[src/rtl/uart_rx_fifo_stat.sv]
module uart_rx_fifo_stat #(
  parameter int DEPTH = 16,
  parameter int DW    = 8,
  parameter int LVL0  = 1,
  parameter int LVL1  = 4,
  parameter int LVL2  = 8,
  parameter int LVL3  = 14
) (
  input  logic          clk,
  input  logic          rst_n,
  input  logic [DW-1:0] rx_data,
  input  logic          rx_valid,
  input  logic [1:0]    bus_addr,
  input  logic          bus_rd,
  input  logic          bus_wr,
  input  logic [15:0]   bus_wdata,
  output logic [15:0]   bus_rdata,
  output logic          rx_irq
);
  localparam int AW = $clog2(DEPTH);
  localparam int CW = AW + 1;

  logic [DW-1:0] mem [DEPTH];
  logic [AW-1:0] wr_ptr, rd_ptr;
  logic [CW-1:0] count, lvl;
  logic [DW-1:0] last_rd;
  logic          ovr_q;
  logic [1:0]    trig_q;

  wire full   = count == CW'(DEPTH);
  wire nempty = count != '0;
  wire rx_rd  = bus_rd && bus_addr == 2'd0;
  wire pop    = rx_rd && nempty;
  wire push   = rx_valid && !(full && !pop);
  wire ovw    = rx_valid && full && !pop;
  wire lsr_rd = bus_rd && bus_addr == 2'd1;

  always_comb begin
    case (trig_q)
      2'd0:    lvl = CW'(LVL0);
      2'd1:    lvl = CW'(LVL1);
      2'd2:    lvl = CW'(LVL2);
      default: lvl = CW'(LVL3);
    endcase
  end

  assign rx_irq = count >= lvl;

  always_comb begin
    case (bus_addr)
      2'd0:    bus_rdata = {{(16-DW){1'b0}}, nempty ? mem[rd_ptr] : last_rd};
      2'd1:    bus_rdata = {14'h0, ovr_q, nempty};
      2'd2:    bus_rdata = {8'h0, trig_q, 6'h0};
      default: bus_rdata = 16'h0;
    endcase
  end

  always_ff @(posedge clk) begin
    if (push) mem[wr_ptr] <= rx_data;
    if (ovw)  mem[wr_ptr - AW'(1)] <= rx_data;
  end

  always_ff @(posedge clk) begin
    if (!rst_n) begin
      wr_ptr  <= '0;
      rd_ptr  <= '0;
      count   <= '0;
      last_rd <= '0;
      ovr_q   <= 1'b0;
      trig_q  <= 2'd0;
    end else begin
      if (push) wr_ptr <= wr_ptr + AW'(1);
      if (pop) begin
        rd_ptr  <= rd_ptr + AW'(1);
        last_rd <= mem[rd_ptr];
      end
      count <= count + {{AW{1'b0}}, push} - {{AW{1'b0}}, pop};
      if (ovw)         ovr_q <= 1'b1;
      else if (lsr_rd) ovr_q <= 1'b0;
      if (bus_wr && bus_addr == 2'd2) trig_q <= bus_wdata[7:6];
    end
  end
endmodule


[config.mk]
export PLATFORM = sky130hd
export DESIGN_NAME = uart_rx_fifo_stat
export DESIGN_NICKNAME = d
export VERILOG_FILES = /design/src/rtl/uart_rx_fifo_stat.sv
export SDC_FILE = /design/constraint.sdc
export NUM_CORES = 1
export LEC_CHECK = 0
export BUFFER_PORTS_ARGS = -buffer_cell sky130_fd_sc_hd__buf_2
export CORE_MARGIN = 8
export CORE_UTILIZATION = 60
export DETAILED_ROUTE_END_ITERATION = 16
export GPL_TIMING_DRIVEN = 0
export PLACE_DENSITY_LB_ADDON = 0.25
export SETUP_SLACK_MARGIN = 0.2
export SLEW_MARGIN = 20
export SYNTH_ARGS = -nofsm -noshare
export SYNTH_HDL_FRONTEND = slang
export SYNTH_SLANG_ARGS = --single-unit
[constraint.sdc]
create_clock -name clk -period 11 [get_ports clk]
set_clock_uncertainty 0.2 [all_clocks]
set_input_delay 3.3 -clock clk [delete_from_list [all_inputs] [get_ports clk]]
set_output_delay 3.3 -clock clk [all_outputs]
set_load 0.02 [all_outputs]
==> metrics.txt, run 1 <==
run status completed; leak pwr 2.54 nW; multi-input combinational cell area 0.00209 mm^2; initial antenna violation count 0; vias in the first global route 3886; post-synthesis cell area 0.00659 mm^2; RSZ-0062 raised after global routing false; DRC viols 0; number of synthesis warnings 0; layout cells sized above 1 25.2%; Critical Path AT 4.91 ns; # Post-CTS Setup Buffers 0; maximum VDD drop 146 uV; Hold Crit Class flop to flop; # resized after CTS 0; First-pass DRT Iterations 4; GPL Wtd Cong 0.827; setup ws final 2.59 ns; H-Tree Level Count 4; WS Path Type input port to output port; DP Worst Slack 2.65 ns; PwrDens 213 mW/mm^2; commonest non-fill, non-tap cell in the layout edfxtp_1; Max Root-Sink Buffers 2; routed length per instance 23.1 um; Final Net Count 512; core area 0.0108 mm^2; routed wl met2 7030 um; R2R depth 14; Post-synth ARST share 0%; Initial Util 61.1%; worst slew pin tran 0.940 ns; CP Launch Type input port; CTS tree built; Pins Over Slew Limit 0; total number of vias 3898; grt ovf 0; final hold slack 0.277 ns; die height 121 um; DP HPWL 9270 um; final hold viol count 0; commonest cells after routing, fill and taps aside edfxtp_1, buf_2, mux4_2; reg2reg start count[2]; top layer in use met4; WL final 14300 um; CP Capture Point bus_rdata[5]; met3 wire length 1140 um; cts bufs inserted 17; Worst Setup End Kind output port; first-pass GRT wire length 22400 um; Fmax 0.119 GHz; Synth cell types 46; # diodes 0; All-Layer GR Usage 20.8%; Reg2Reg Setup Slack 7.50 ns; total I/O pin count 48; Reg2Reg Capture Point count[4]; WL met1 5930 um; post-place instance area 0.00699 mm^2; Synth Instances 417; Synth Area per Inst 15.8 um^2; setup TNS 0 ns; CTS root buf clkbuf_8; clock-pin slew on the worst setup and hold paths 0.06 ns; FP Rows 38; Tcrit/Tclk final 76.4%; Worst EP required 7.50 ns; CP Max Fanout 10; Setup Viol. Count Final 0; Tmin final 8.41 ns; largest net degree at the start of global routing 17; Avg Vias per Cell 6.29; Yosys reg bits 156; Layout area overhead 15.5%; Hold Buf Count CTS 0; Post-synth EDFFs 128; Initial DRC Count 569; DRT antenna net count 0; DIE WIDTH 121 um; critical path startpoint bus_addr[0]; Clk Latency, worst-skew pair 0.55 ns; Design Area, Final 0.00761 mm^2; Fill cells 668; full die area 0.0146 mm^2; max cap viols 0; Top FF cell, synth edfxtp_1; register area share after synthesis 66.8%; sequential standard cell area 0.00440 mm^2; I/O Buffers 24; slew margin rel. 36.9%; Clock Sinks 156
-- metrics by stage --
step / power [mW] / cells / util [%]
global placement: 0.984 / 588 / 64.1
detailed placement: 1.00 / 588 / 64.8
CTS: 1.62 / 620 / 70.6
global route: 1.68 / 620 / 70.6
floorplan: 0.917 / 424 / -
finish: 1.62 / 620 / 70.6
-- worst min path at each step --
stage,slack (ns),start,depth (start not counted),to
after floorplan,0.24,last_rd[1],2,last_rd[1]
after global placement,0.25,last_rd[6],2,last_rd[6]
after detailed placement,0.26,last_rd[1],2,last_rd[1]
after CTS,0.28,last_rd[1],2,last_rd[1]
after global routing,0.29,last_rd[7],2,last_rd[7]
final,0.28,last_rd[0],2,last_rd[0]
-- where the power goes --
| group | switching (mW) | internal, mW | total [mW] |
|---|---|---|---|
| clock | 0.232 | 0.391 | 0.623 |
| sequential | 0.0205 | 0.680 | 0.700 |
| combinational | 0.179 | 0.117 | 0.297 |
| total | 0.432 | 1.19 | 1.62 |
-- cells by family (layout without fill, tap and decap cells) --
group | Yosys count | count (layout) | share of synthesized area (%)
flops | 156 | 156 | 66.8
xor+xnor | 12 | 12 | 2.16
buf+inv | 44 | 100 | 3.11
compound gates | 61 | 61 | 6.47
fa+ha+maj | 14 | 14 | 2.77
mux | 33 | 33 | 11.1
other cells | 1 | 8 | 0.0569
simple gates | 96 | 96 | 7.53
-- synth_stat cells, drive strengths merged (3+ instances only) --
cell	count	area share, %
a21o	3	0.34
a21oi	7	0.53
a22o	16	2.1
a311oi	5	0.66
buf	17	1.6
clkbuf	10	0.57
dfxtp	28	8.5
edfxtp	128	58
ha	13	2.5
inv	17	0.97
mux4	32	11
nand2	18	1.0
nand2b	5	0.47
nand3	8	0.61
nor2	24	1.4
nor2b	3	0.28
nor3	18	1.4
nor3b	6	0.76
nor4	3	0.28
o21ai	15	1.1
o22ai	8	0.76
xnor2	9	1.5
xor2	3	0.68
-- critical path, stage by stage --
cell and delay (ns):
buf_2 0.11, buf_2 0.17, nor2_1 0.40, o21ai_0 0.42
o21ai_0 0.31, buf_2 0.21
-- sequential cells by signal, indices dropped and copies added, names as in the netlist, named ones only --
register  flops
ovr_q         1
count         5
mem         128
wr_ptr        4
trig_q        2
rd_ptr        4
last_rd       8
-- routing by layer --
metal | global-route usage, % | up-vias
met5 | 0 | -
li1 | - | 1718
met3 | 5.87 | 21
met1 | 27.3 | 1979
met4 | 6.32 | 0
met2 | 33.2 | 180
-- cell type report --
| type | count | area share [%] |
|---|---|---|
| buffer | 27 | 1.86 |
| clock buffer | 21 | 5.64 |
| clock inverter | 11 | 2.51 |
| inverter | 17 | 0.838 |
| multi-input combinational | 224 | 27.4 |
| sequential | 156 | 57.8 |
| tap | 140 | 2.30 |
| timing repair buffer | 24 | 1.58 |
Note: power is estimated with default switching activity, not from simulation.
==> run 2, diff against run 1 <==
- ABC_AREA: not set -> 1
- clock period: 11 -> 7.9 ns (I/O delays scaled with it)
==> run 2 against run 1 <==
  * Clock-buffer cell count is 3 lower
  * Largest cell class unchanged
  * Register-to-register slack lost 2.7 ns
  * Non-clock buffer count grew 10
  * Final area is 4.9% higher
==> metrics.txt, run 2 <==
final hold slack 0.292 ns (was 0.277 ns); Initial Util 61.9% (was 61.1%); Fmax 0.165 GHz; total number of vias 5324 (was 3898); routed length per instance 18.3 um (was 23.1 um); GPL Wtd Cong 0.939 (was 0.827); WS Path Type input port to output port (unchanged); H-Tree Level Count 4 (unchanged); DRT antenna net count 0 (unchanged); largest net degree at the start of global routing 17 (unchanged); # Post-CTS Setup Buffers 0 (unchanged); max FFs per register 128 (unchanged); Fill cells 807 (was 668); cts bufs inserted 17 (unchanged); largest registers mem (128), last_rd (8), count (5) (unchanged); power share of the combinational group 21.5% (was 18.3%); routing usage on met3 6.04% (was 5.87%); layout cells sized above 1 13.5% (was 25.2%); # resized after CTS 0 (unchanged); Flop pwr share 44.0% (was 43.2%); commonest non-fill, non-tap cell in the layout nand2_1 (was edfxtp_1); Top FF cell, synth edfxtp_1 (unchanged); Tmin final 6.05 ns; met2 Resource Use GR 36.9% (was 33.2%); clock-pin slew on the worst setup and hold paths 0.06 ns (about the same); clock power share 34.5% (was 38.5%); First-pass DRT Iterations 6 (was 4); Pint 1.57 mW (was 1.19 mW); Synth cell types 30 (was 46); post-layout util 69.6% (was 70.6%); die height 125 um (was 121 um); sequential standard cell area 0.00440 mm^2 (unchanged); Synth Instances 724 (was 417); Clock Sinks 156 (unchanged); Hold Crit Class flop to flop (unchanged); number of synthesis warnings 0 (unchanged); Post-synth EDFFs 128 (unchanged); first-pass GRT wire length 26800 um (was 22400 um); register area share after synthesis 62.0% (was 66.8%); Initial DRC Count 691 (was 569); slew margin rel. 41.6% (was 36.9%); DRC viols 0 (unchanged); I/O Buffers 24 (unchanged); DP Worst Slack 1.86 ns (was 2.65 ns); post-synthesis cell area 0.00710 mm^2 (was 0.00659 mm^2); total I/O pin count 48 (unchanged); FP Rows 39 (was 38); largest area contributor in the netlist edfxtp_1 (unchanged); run status completed (unchanged); full die area 0.0156 mm^2 (was 0.0146 mm^2); All-Layer GR Usage 22.3% (was 20.8%); Final Net Count 819 (was 512); final hold viol count 0 (unchanged); Critical Path AT 3.48 ns (was 4.91 ns); CTS tree built (unchanged); Tcrit/Tclk final 76.5%; Post-synth top cells nand2_1, edfxtp_1, nand3_1, inv_1, nor2_1 (was edfxtp_1, mux4_2, dfxtp_1, nor2_1); Power Total 2.23 mW (was 1.62 mW); M1 GR Usage 26.0% (was 27.3%); Max Root-Sink Buffers 2 (unchanged); count leader, synth nand2_1 (was edfxtp_1); Layout area overhead 12.4% (was 15.5%); core area 0.0115 mm^2 (was 0.0108 mm^2); grt ovf 0 (unchanged); Yosys reg bits 156 (unchanged); largest register by flop count mem (unchanged); setup ws final 1.85 ns (was 2.59 ns); Setup Viol. Count Final 0 (unchanged); P_sw 0.667 mW (was 0.432 mW); Switching Share 29.9% (was 26.6%); vias in the first global route 5234 (was 3886); worst slew pin tran 0.873 ns (was 0.940 ns); CTS root buf clkbuf_16 (was clkbuf_8); Synth Area per Inst 9.81 um^2 (was 15.8 um^2); Post-synth ARST share 0% (unchanged); initial antenna violation count 0 (unchanged); gr busiest metal met2 (unchanged); Avg Vias per Cell 5.72 (was 6.29); Clk Latency, worst-skew pair 0.43 ns (was 0.55 ns); Worst EP required 5.33 ns (was 7.50 ns); leak pwr 3.38 nW (was 2.54 nW); Hold Buf Count CTS 0 (unchanged); CP Max Fanout 7 (was 10); commonest cells after routing, fill and taps aside nand2_1, edfxtp_1, nand3_1 (was edfxtp_1, buf_2, mux4_2); multi-input combinational cell area 0.00220 mm^2 (was 0.00209 mm^2); dominant cells by area after synthesis edfxtp_1, nand2_1, dfxtp_1, nand3_1, inv_1 (was edfxtp_1, mux4_2, dfxtp_1, ha_1, a22o_1); setup TNS 0 ns (unchanged); DIE WIDTH 125 um (was 121 um); Yosys top cell area share 54.1% (was 58.3%); Pins Over Slew Limit 0 (unchanged); CP Launch Type input port (unchanged); PwrDens 280 mW/mm^2 (was 213 mW/mm^2); WL final 17000 um (was 14300 um); Worst Setup End Kind output port (unchanged); maximum VDD drop 218 uV (was 146 uV); RSZ-0062 raised after global routing false (unchanged); DP HPWL 11700 um (was 9270 um); # diodes 0 (unchanged); max cap viols 0 (unchanged)
## run 2: path summary, 6_finish.rpt
check                                 start            to  slack (ns)  depth (start not counted)
worst max-delay path            bus_addr[0]  bus_rdata[4]        1.85                          7
worst min-delay path              wr_ptr[3]     wr_ptr[3]        0.29                          2
worst max register to register     count[2]      count[4]        4.85                         14
worst min register to register    wr_ptr[3]     wr_ptr[3]        0.29                          2
## run 2: layout make-up
class | instances | share of cell area (%)
plain buffers | 37 | 2.74
clock buffers | 18 | 5.37
clock inverters | 14 | 1.61
inverters | 82 | 3.85
multi-input cells | 456 | 27.5
flip-flops and latches | 156 | 55.1
well taps | 143 | 2.24
repair buffers | 24 | 1.50
## run 2: layer usage
layer / vias up / wire length (um)
met2: 278 / 8350
met1: 2517 / 6410
li1: 2474 / -
met5: - / 0
met3: 55 / 1620
met4: 0 / 622
## run 2: cells by family (layout without fill, tap and decap cells)
| family | count (synthesis) | count (layout) | share of synthesized area, % |
|---|---|---|---|
| and+or+nand+nor | 377 | 377 | 22.9 |
| DFF | 156 | 156 | 62.0 |
| buffers and inverters | 119 | 175 | 7.42 |
| AOI/OAI and AO/OA | 51 | 51 | 4.32 |
| adders and majority gates | 14 | 14 | 2.57 |
| xor gates and xnor gates | 6 | 6 | 0.740 |
| other | 1 | 8 | 0.0528 |
## run 2: metrics by stage
step,area (um^2),cells
final,7990,930
after detailed placement,7430,898
after global routing,7990,930
after floorplan,7130,731
after global placement,7430,898
after CTS,7990,930
## run 2: power groups by stage
| stage | sequential (mW) | combinational, mW | clock [mW] |
|---|---|---|---|
| final | 0.984 | 0.479 | 0.770 |
| after floorplan | 0.992 | 0.339 | 0 |
| after global routing | 0.989 | 0.533 | 0.807 |
| after global placement | 0.997 | 0.447 | 0 |
| after CTS | 0.984 | 0.475 | 0.773 |
| after detailed placement | 1.00 | 0.469 | 0 |
## run 2: worst max-delay path: stages
cell and delay, ns:
buf_2 0.11, inv_2 0.12, nand2_4 0.09, nor2_1 0.38
nand2_1 0.09, nand2_1 0.13, buf_2 0.18
